### src/rtl/negser_pkg.sv
package negser_pkg;
  // End-of-word status carried alongside the final output bit
  typedef struct packed {
    logic done;
    logic zero;
    logic ovf;
  } word_stat_t;

  localparam word_stat_t STAT_IDLE = '{done: 1'b0, zero: 1'b0, ovf: 1'b0};
endpackage

### src/rtl/negser_xform.sv
// Copy-until-first-one transform with a single state bit
module negser_xform (
  input  logic clk,
  input  logic rst,
  input  logic in_valid,
  input  logic in_bit,
  input  logic in_start,
  output logic seen_before,
  output logic out_bit
);
  logic seen_q;

  // state as seen by the current bit: a start strobe forgets earlier words
  assign seen_before = in_start ? 1'b0 : seen_q;

  always_ff @(posedge clk) begin
    if (rst) begin
      seen_q  <= 1'b0;
      out_bit <= 1'b0;
    end else if (in_valid) begin
      seen_q  <= seen_before | in_bit;
      out_bit <= in_bit ^ seen_before;
    end else begin
      out_bit <= 1'b0;
    end
  end

  // first bit of a word always passes unchanged
  AST_FIRST_BIT_COPIED: assert property (@(posedge clk) disable iff (rst)
    (in_valid && in_start) |=> (out_bit == $past(in_bit)));

  // a gap cycle drives no data
  AST_IDLE_BIT_LOW: assert property (@(posedge clk) disable iff (rst)
    !in_valid |=> !out_bit);
endmodule

### src/rtl/negser_flags.sv
// Word position tracking and end-of-word status
module negser_flags
  import negser_pkg::*;
#(
  parameter int WIDTH = 8
) (
  input  logic       clk,
  input  logic       rst,
  input  logic       in_valid,
  input  logic       in_bit,
  input  logic       in_start,
  input  logic       in_last,
  input  logic       seen_before,
  output logic       out_valid,
  output word_stat_t stat
);
  localparam int PW = (WIDTH > 1) ? $clog2(WIDTH) : 1;
  localparam logic [PW-1:0] LAST_POS = PW'(WIDTH - 1);

  logic [PW-1:0] pos_q;
  logic [PW-1:0] pos_eff;
  logic          closing;

  assign pos_eff = in_start ? '0 : pos_q;
  assign closing = in_valid && in_last;

  always_ff @(posedge clk) begin
    if (rst) begin
      pos_q     <= '0;
      out_valid <= 1'b0;
      stat      <= STAT_IDLE;
    end else begin
      out_valid <= in_valid;
      if (in_valid) begin
        pos_q <= closing ? '0 : pos_eff + PW'(1);
      end
      stat.done <= closing;
      stat.zero <= closing && !seen_before && !in_bit;
      stat.ovf  <= closing && !seen_before && in_bit;
    end
  end

  AST_LAST_AT_SIGN_BIT: assert property (@(posedge clk) disable iff (rst)
    closing |-> (pos_eff == LAST_POS));

  AST_VALID_LATENCY: assert property (@(posedge clk) disable iff (rst)
    in_valid |=> out_valid);

  AST_DONE_SINGLE: assert property (@(posedge clk) disable iff (rst)
    stat.done |=> !stat.done || $past(closing));

  AST_FLAGS_EXCLUSIVE: assert property (@(posedge clk) disable iff (rst)
    !(stat.zero && stat.ovf));

  AST_FLAG_NEEDS_DONE: assert property (@(posedge clk) disable iff (rst)
    (stat.zero || stat.ovf) |-> (stat.done && out_valid));
endmodule

### src/rtl/negser_top.sv
module negser_top
  import negser_pkg::*;
#(
  parameter int WIDTH = 8
) (
  input  logic clk,
  input  logic rst,
  input  logic in_valid,
  input  logic in_bit,
  input  logic in_start,
  input  logic in_last,
  output logic out_valid,
  output logic out_bit,
  output logic out_done,
  output logic out_zero,
  output logic out_ovf
);
  logic       seen_before;
  word_stat_t stat;

  negser_xform u_xform (
    .clk         (clk),
    .rst         (rst),
    .in_valid    (in_valid),
    .in_bit      (in_bit),
    .in_start    (in_start),
    .seen_before (seen_before),
    .out_bit     (out_bit)
  );

  negser_flags #(.WIDTH(WIDTH)) u_flags (
    .clk         (clk),
    .rst         (rst),
    .in_valid    (in_valid),
    .in_bit      (in_bit),
    .in_start    (in_start),
    .in_last     (in_last),
    .seen_before (seen_before),
    .out_valid   (out_valid),
    .stat        (stat)
  );

  assign out_done = stat.done;
  assign out_zero = stat.zero;
  assign out_ovf  = stat.ovf;

  AST_DATA_NEEDS_VALID: assert property (@(posedge clk) disable iff (rst)
    (out_bit || out_done) |-> out_valid);
endmodule

### config.mk
export PLATFORM = sky130hd
export DESIGN_NAME = negser_top
export DESIGN_NICKNAME = d
export VERILOG_FILES = /design/src/rtl/negser_pkg.sv /design/src/rtl/negser_xform.sv /design/src/rtl/negser_flags.sv /design/src/rtl/negser_top.sv
export SDC_FILE = /design/constraint.sdc
export NUM_CORES = 1
export LEC_CHECK = 0
export BUFFER_PORTS_ARGS = -buffer_cell sky130_fd_sc_hd__buf_4
export CAP_MARGIN = 15
export CORE_AREA = 2 2 39 41
export CTS_CLUSTER_DIAMETER = 60
export CTS_CLUSTER_SIZE = 24
export DETAILED_ROUTE_END_ITERATION = 6
export DIE_AREA = 0 0 41 43
export PLACE_DENSITY = 0.46
export SLEW_MARGIN = 40
export SYNTH_ARGS = -nofsm -noshare
export SYNTH_HDL_FRONTEND = slang
export SYNTH_SLANG_ARGS = --single-unit
### constraint.sdc
create_clock -name clk -period 1.8 [get_ports clk]
set_input_delay 0.09 -clock clk [delete_from_list [all_inputs] [get_ports clk]]
set_output_delay 0.09 -clock clk [all_outputs]
set_load 0.02 [all_outputs]
## Yosys cells after proc, flatten, opt, wreduce, memory -nomap -nowiden

Index checks and enable logic that the tools add are counted.

- Register bits: 6
- Memories: 0
- Logic and storage cells: 17
- Latch bits: 0
- Memory bits (read-only): 0
- Memory bits (writable): 0

- Reduce and logical (&&, ||, !) cells: 7
- $add $sub $neg: 0
- Shift-type cells: 0
- Order comparisons: 0
- Div/mod/pow operators: 0
- Eq/ne operators: 0
- $mul: 0
- Bitwise logic cells: 3
- Multiplexer cells: 1

Operators with widths:

| cell | count |
|---|---|
| $logic_and A1 B1 Y1 | 4 |
| $logic_not A1 Y1 | 2 |
| $reduce_or A2 Y1 | 1 |
| $mux W1 | 1 |
| $not A1 Y1 | 1 |
| $or A1 B1 Y1 | 1 |
| $xor A1 B1 Y1 | 1 |

## Longest topological paths before layout

- Word-level depth: 4
- Gate-level depth with buffers: 3

## Hierarchy

From an unflattened synthesis, not the netlist that was laid out.

- Cells, all modules: 18
- Area, all modules: 215.2 um2

Modules (own cells, without submodules):

| module | cells each | area an instance (um2) | times used |
|---|---|---|---|
| negser_flags | 9 | 123.9 | 1 |
| negser_xform | 9 | 91.3 | 1 |

## Worst setup path before layout

No wires, ideal clock.

- Path kind: register -> register
- Start: reg u_xform.seen_q
- End: reg u_xform.out_bit
- Library setup time: 116 ps
- Data required time: 1684 ps
- Stages on the path, launching flop included: 4
- Data arrival time: 786 ps
- Path buffers: 0
- Period minus slack after synthesis: 902 ps
- Setup slack: 898 ps
- Cells stage by stage: dfxtp_1 > nand2b_1 > ha_1 > and2_2

- Word-level cells in the longest chain between the ends: 2

Ends and longest elaborated chain:

| item | RTL line | text |
|---|---|---|
| start: declaration | negser_xform.sv:11 | `logic seen_q;` |
| start signal: assignment | negser_xform.sv:21 | `seen_q <= seen_before \| in_bit;` |
| $mux W1 | negser_xform.sv:14 | `assign seen_before = in_start ? 1'b0 : seen_q;` |
| $xor A1 B1 Y1 | negser_xform.sv:22 | `out_bit <= in_bit ^ seen_before;` |
| end signal: assignment | negser_xform.sv:22 |  |
| end: declaration | negser_xform.sv:9 | `output logic out_bit` |

Every way passes these cells.
A chain may end at the register's enable or synchronous reset.

## Worst setup path after layout

Same ends and word-level chain as after synthesis.

==> flow_metrics.py <==
metrics = {
    "floorplan": {
        "dieHeight_um": 43,
        "dieArea_um2": 1760,
        "rows": 14,
        "pin_count": 11,
        "fp.coreArea_um2": 1380,
        "fp.dieW_um": 41,
        "start_util_pct": 14.5,
    },
    "sta": {
        "fin_skew_ps": 1.23,
        "tns_ps": 0,
        "rsz0062_at_grt": "no",
        "period_minus_slack_ps": 952,
        "fin_crit_sh_pct": 52.9,
        "relSlewSlack_pct": 88.8,
        "hold_viol": 0,
        "final-setup-viol-count": 0,
        "fmax_ghz": 1.05,
        "maxSlewViolCount": 0,
        "tightest_slew_ps": 167,
    },
    "route": {
        "via_per_inst": 3.33,
        "met2_length_um": 115,
        "top_layer_used": "met3",
        "drt_iter0_drc": 1,
        "drt-met1-wl_um": 165,
        "num_vias": 150,
        "wl_met3_um": 77,
        "firstDrtPassIters": 2,
        "ant_nets": 0,
        "wl_um": 358,
        "drc": 0,
        "wl_per_cell_um": 7.96,
    },
    "worst_setup_path": {
        "rr_worst_depth": 3,
        "startpoint_type": "flip-flop",
        "crit_type": "reg2reg",
        "cp_max_fo": 3,
        "end_kind": "flip-flop",
        "crit_arrival_ps": 1090,
        "required_ps": 1930,
    },
    "global_routing": {
        "grt-ovfl-total": 0,
        "grt_util_all_layers_pct": 5.83,
        "grt_pass1_vias": 163,
        "grt_pass1_wl_um": 593,
        "antenna_found_initial": 0,
        "grt_max_degree": 6,
    },
    "yosys": {
        "seq_area_frac_synth_pct": 60.0,
        "syn-num-nets": 23,
        "syn_area_per_cell_um2": 12.5,
        "yosys-top-cells-area": "dfxtp_1 (60%), and4_1 (8.8%), and2_2 (7.5%)",
        "synth-xor-area-share_pct": 0,
        "yosys.area_share.simple_pct": 28.1,
        "synth_top_cell_by_area": "dfxtp_1",
        "synth_enable_flop_cells": 0,
        "synth_common_cells": "dfxtp_1 (6), and2_2 (2), and4_1 (2)",
        "synth_compound_area_share_pct": 3.75,
        "synthMuxAreaShare_pct": 0,
        "async_flop_share_pct": 0,
        "yosysMostFrequentCell": "dfxtp_1",
        "synth_area_um2": 200,
        "synth_cell_types": 9,
        "yosysWarningCount": 0,
        "ys_seq_elements": 6,
        "syn_inst": 16,
        "synth_flop_cell": "dfxtp_1",
        "synthAdderAreaFrac_pct": 6.25,
        "synth_top_family_by_area": "simple AND/OR/NAND/NOR gates",
        "synth_top_area_share_pct": 60.0,
    },
    "clocking": {
        "cts_tree": "done",
        "clock_path_buffers": 2,
        "path_clk_slew_ps": 50,
        "htree_levels": 1,
        "cts_resized": 0,
        "post_cts_buffers": 0,
        "cts_inserted_buffers": 3,
        "root_buffer": "clkbuf_4",
        "hold_buffers": 0,
        "clock_latency_ps": 240,
        "cts_sinks": 6,
    },
    "hold_path": {
        "holdCritPathClass": "in2reg",
        "whs_path_depth": 2,
    },
    "outcome": {
        "status": "completed",
    },
    "placement": {
        "place.port_buffers": 10,
        "place_inst": 42,
        "hpwlAfterDp_um": 272,
        "place_congestion": 0.546,
    },
    "power": {
        "powerDensity_nw_per_um2": 943,
        "ir_drop_v": 0.000253,
        "p_leak_nw": 0.152,
    },
    "final_layout": {
        "final_cells": 45,
        "antenna_cells": 0,
        "synthToLayoutAreaGrowth_pct": 58.8,
        "drive_gt1_share_pct": 55.2,
        "nets": 38,
    },
    "flow_run": {
        "maxCapViolations": 0,
    },
}
[final timing paths]
| kind | slack (ps) | endpoint | from |
|---|---|---|---|
| worst max register to register | 850 | u_xform.out_bit | u_xform.seen_q |
| worst min-delay path | 30 | u_flags.out_valid | rst |
| worst min register to register | 490 | u_xform.seen_q | u_xform.seen_q |
| worst max-delay path | 850 | u_xform.out_bit | u_xform.seen_q |
[worst max-delay path, stage by stage (launching register included)]
cell	delay, ps
dfxtp_1	320
nand2b_1	80
ha_1	280
and2_2	160
[state kept, by name (all words and copies together), names as in the netlist]
register and flops:
u_xform.out_bit 1, u_flags.stat 3, u_xform.seen_q 1, u_flags.out_valid 1
[placed cells by master (no fill, tap or decap)]
cell type | synthesis | final
inv_1 | 1 | 1
dfxtp_1 | 6 | 6
nor2_1 | 1 | 1
ha_1 | 1 | 1
a211oi_1 | 1 | 1
buf_4 | 0 | 10
and4_1 | 2 | 2
and2_2 | 2 | 2
nor2b_4 | 1 | 1
nand2b_1 | 1 | 1
clkbuf_4 | 0 | 3
[cell type report]
cell class | instances | area, µm²
clock buffers | 3 | 22.5
fillers | 149 | 1070
inverters | 1 | 3.75
multi-input cells | 9 | 76.3
flip-flops and latches | 6 | 120
well taps | 16 | 20.0
repair buffers | 10 | 75.1
[report_power, final]
group	switching, W	leakage, nW	total [W]	internal [W]
combinational	0.0000150	0.0887	0.0000338	0.0000188
sequential	0.00000189	0.0494	0.000141	0.000139
clock	0.0000492	0.0138	0.000125	0.0000755
total	0.0000661	0.152	0.000300	0.000234
[per-layer routing]
metal	up-vias	global-route usage (%)
li1	80	-
met1	57	5.48
met2	13	6.25
met3	0	6.28
met4	0	6.00
met5	-	0
[logic make-up after synthesis]
kind of cell               Yosys count
DFF                                  6
and+or+nand+nor                      7
buffers and inverters                1
AOI/OAI and AO/OA                    1
adders and majority gates            1
[per-stage QoR]
stage          util (%)  worst slack (ps)  hold slack, ps  power [W]  instance area, µm²
2_1_floorplan         -               898             164   0.000159                 200
3_3_place_gp       21.3               887             281   0.000176                 295
3_5_place_dp       21.3               854             288   0.000178                 295
4_1_cts            23.0               836            26.3   0.000306                 318
5_1_grt            23.0               793            33.1   0.000316                 318
6_report           23.0               848            33.4   0.000300                 318
Power figures use the tool's default switching activity.
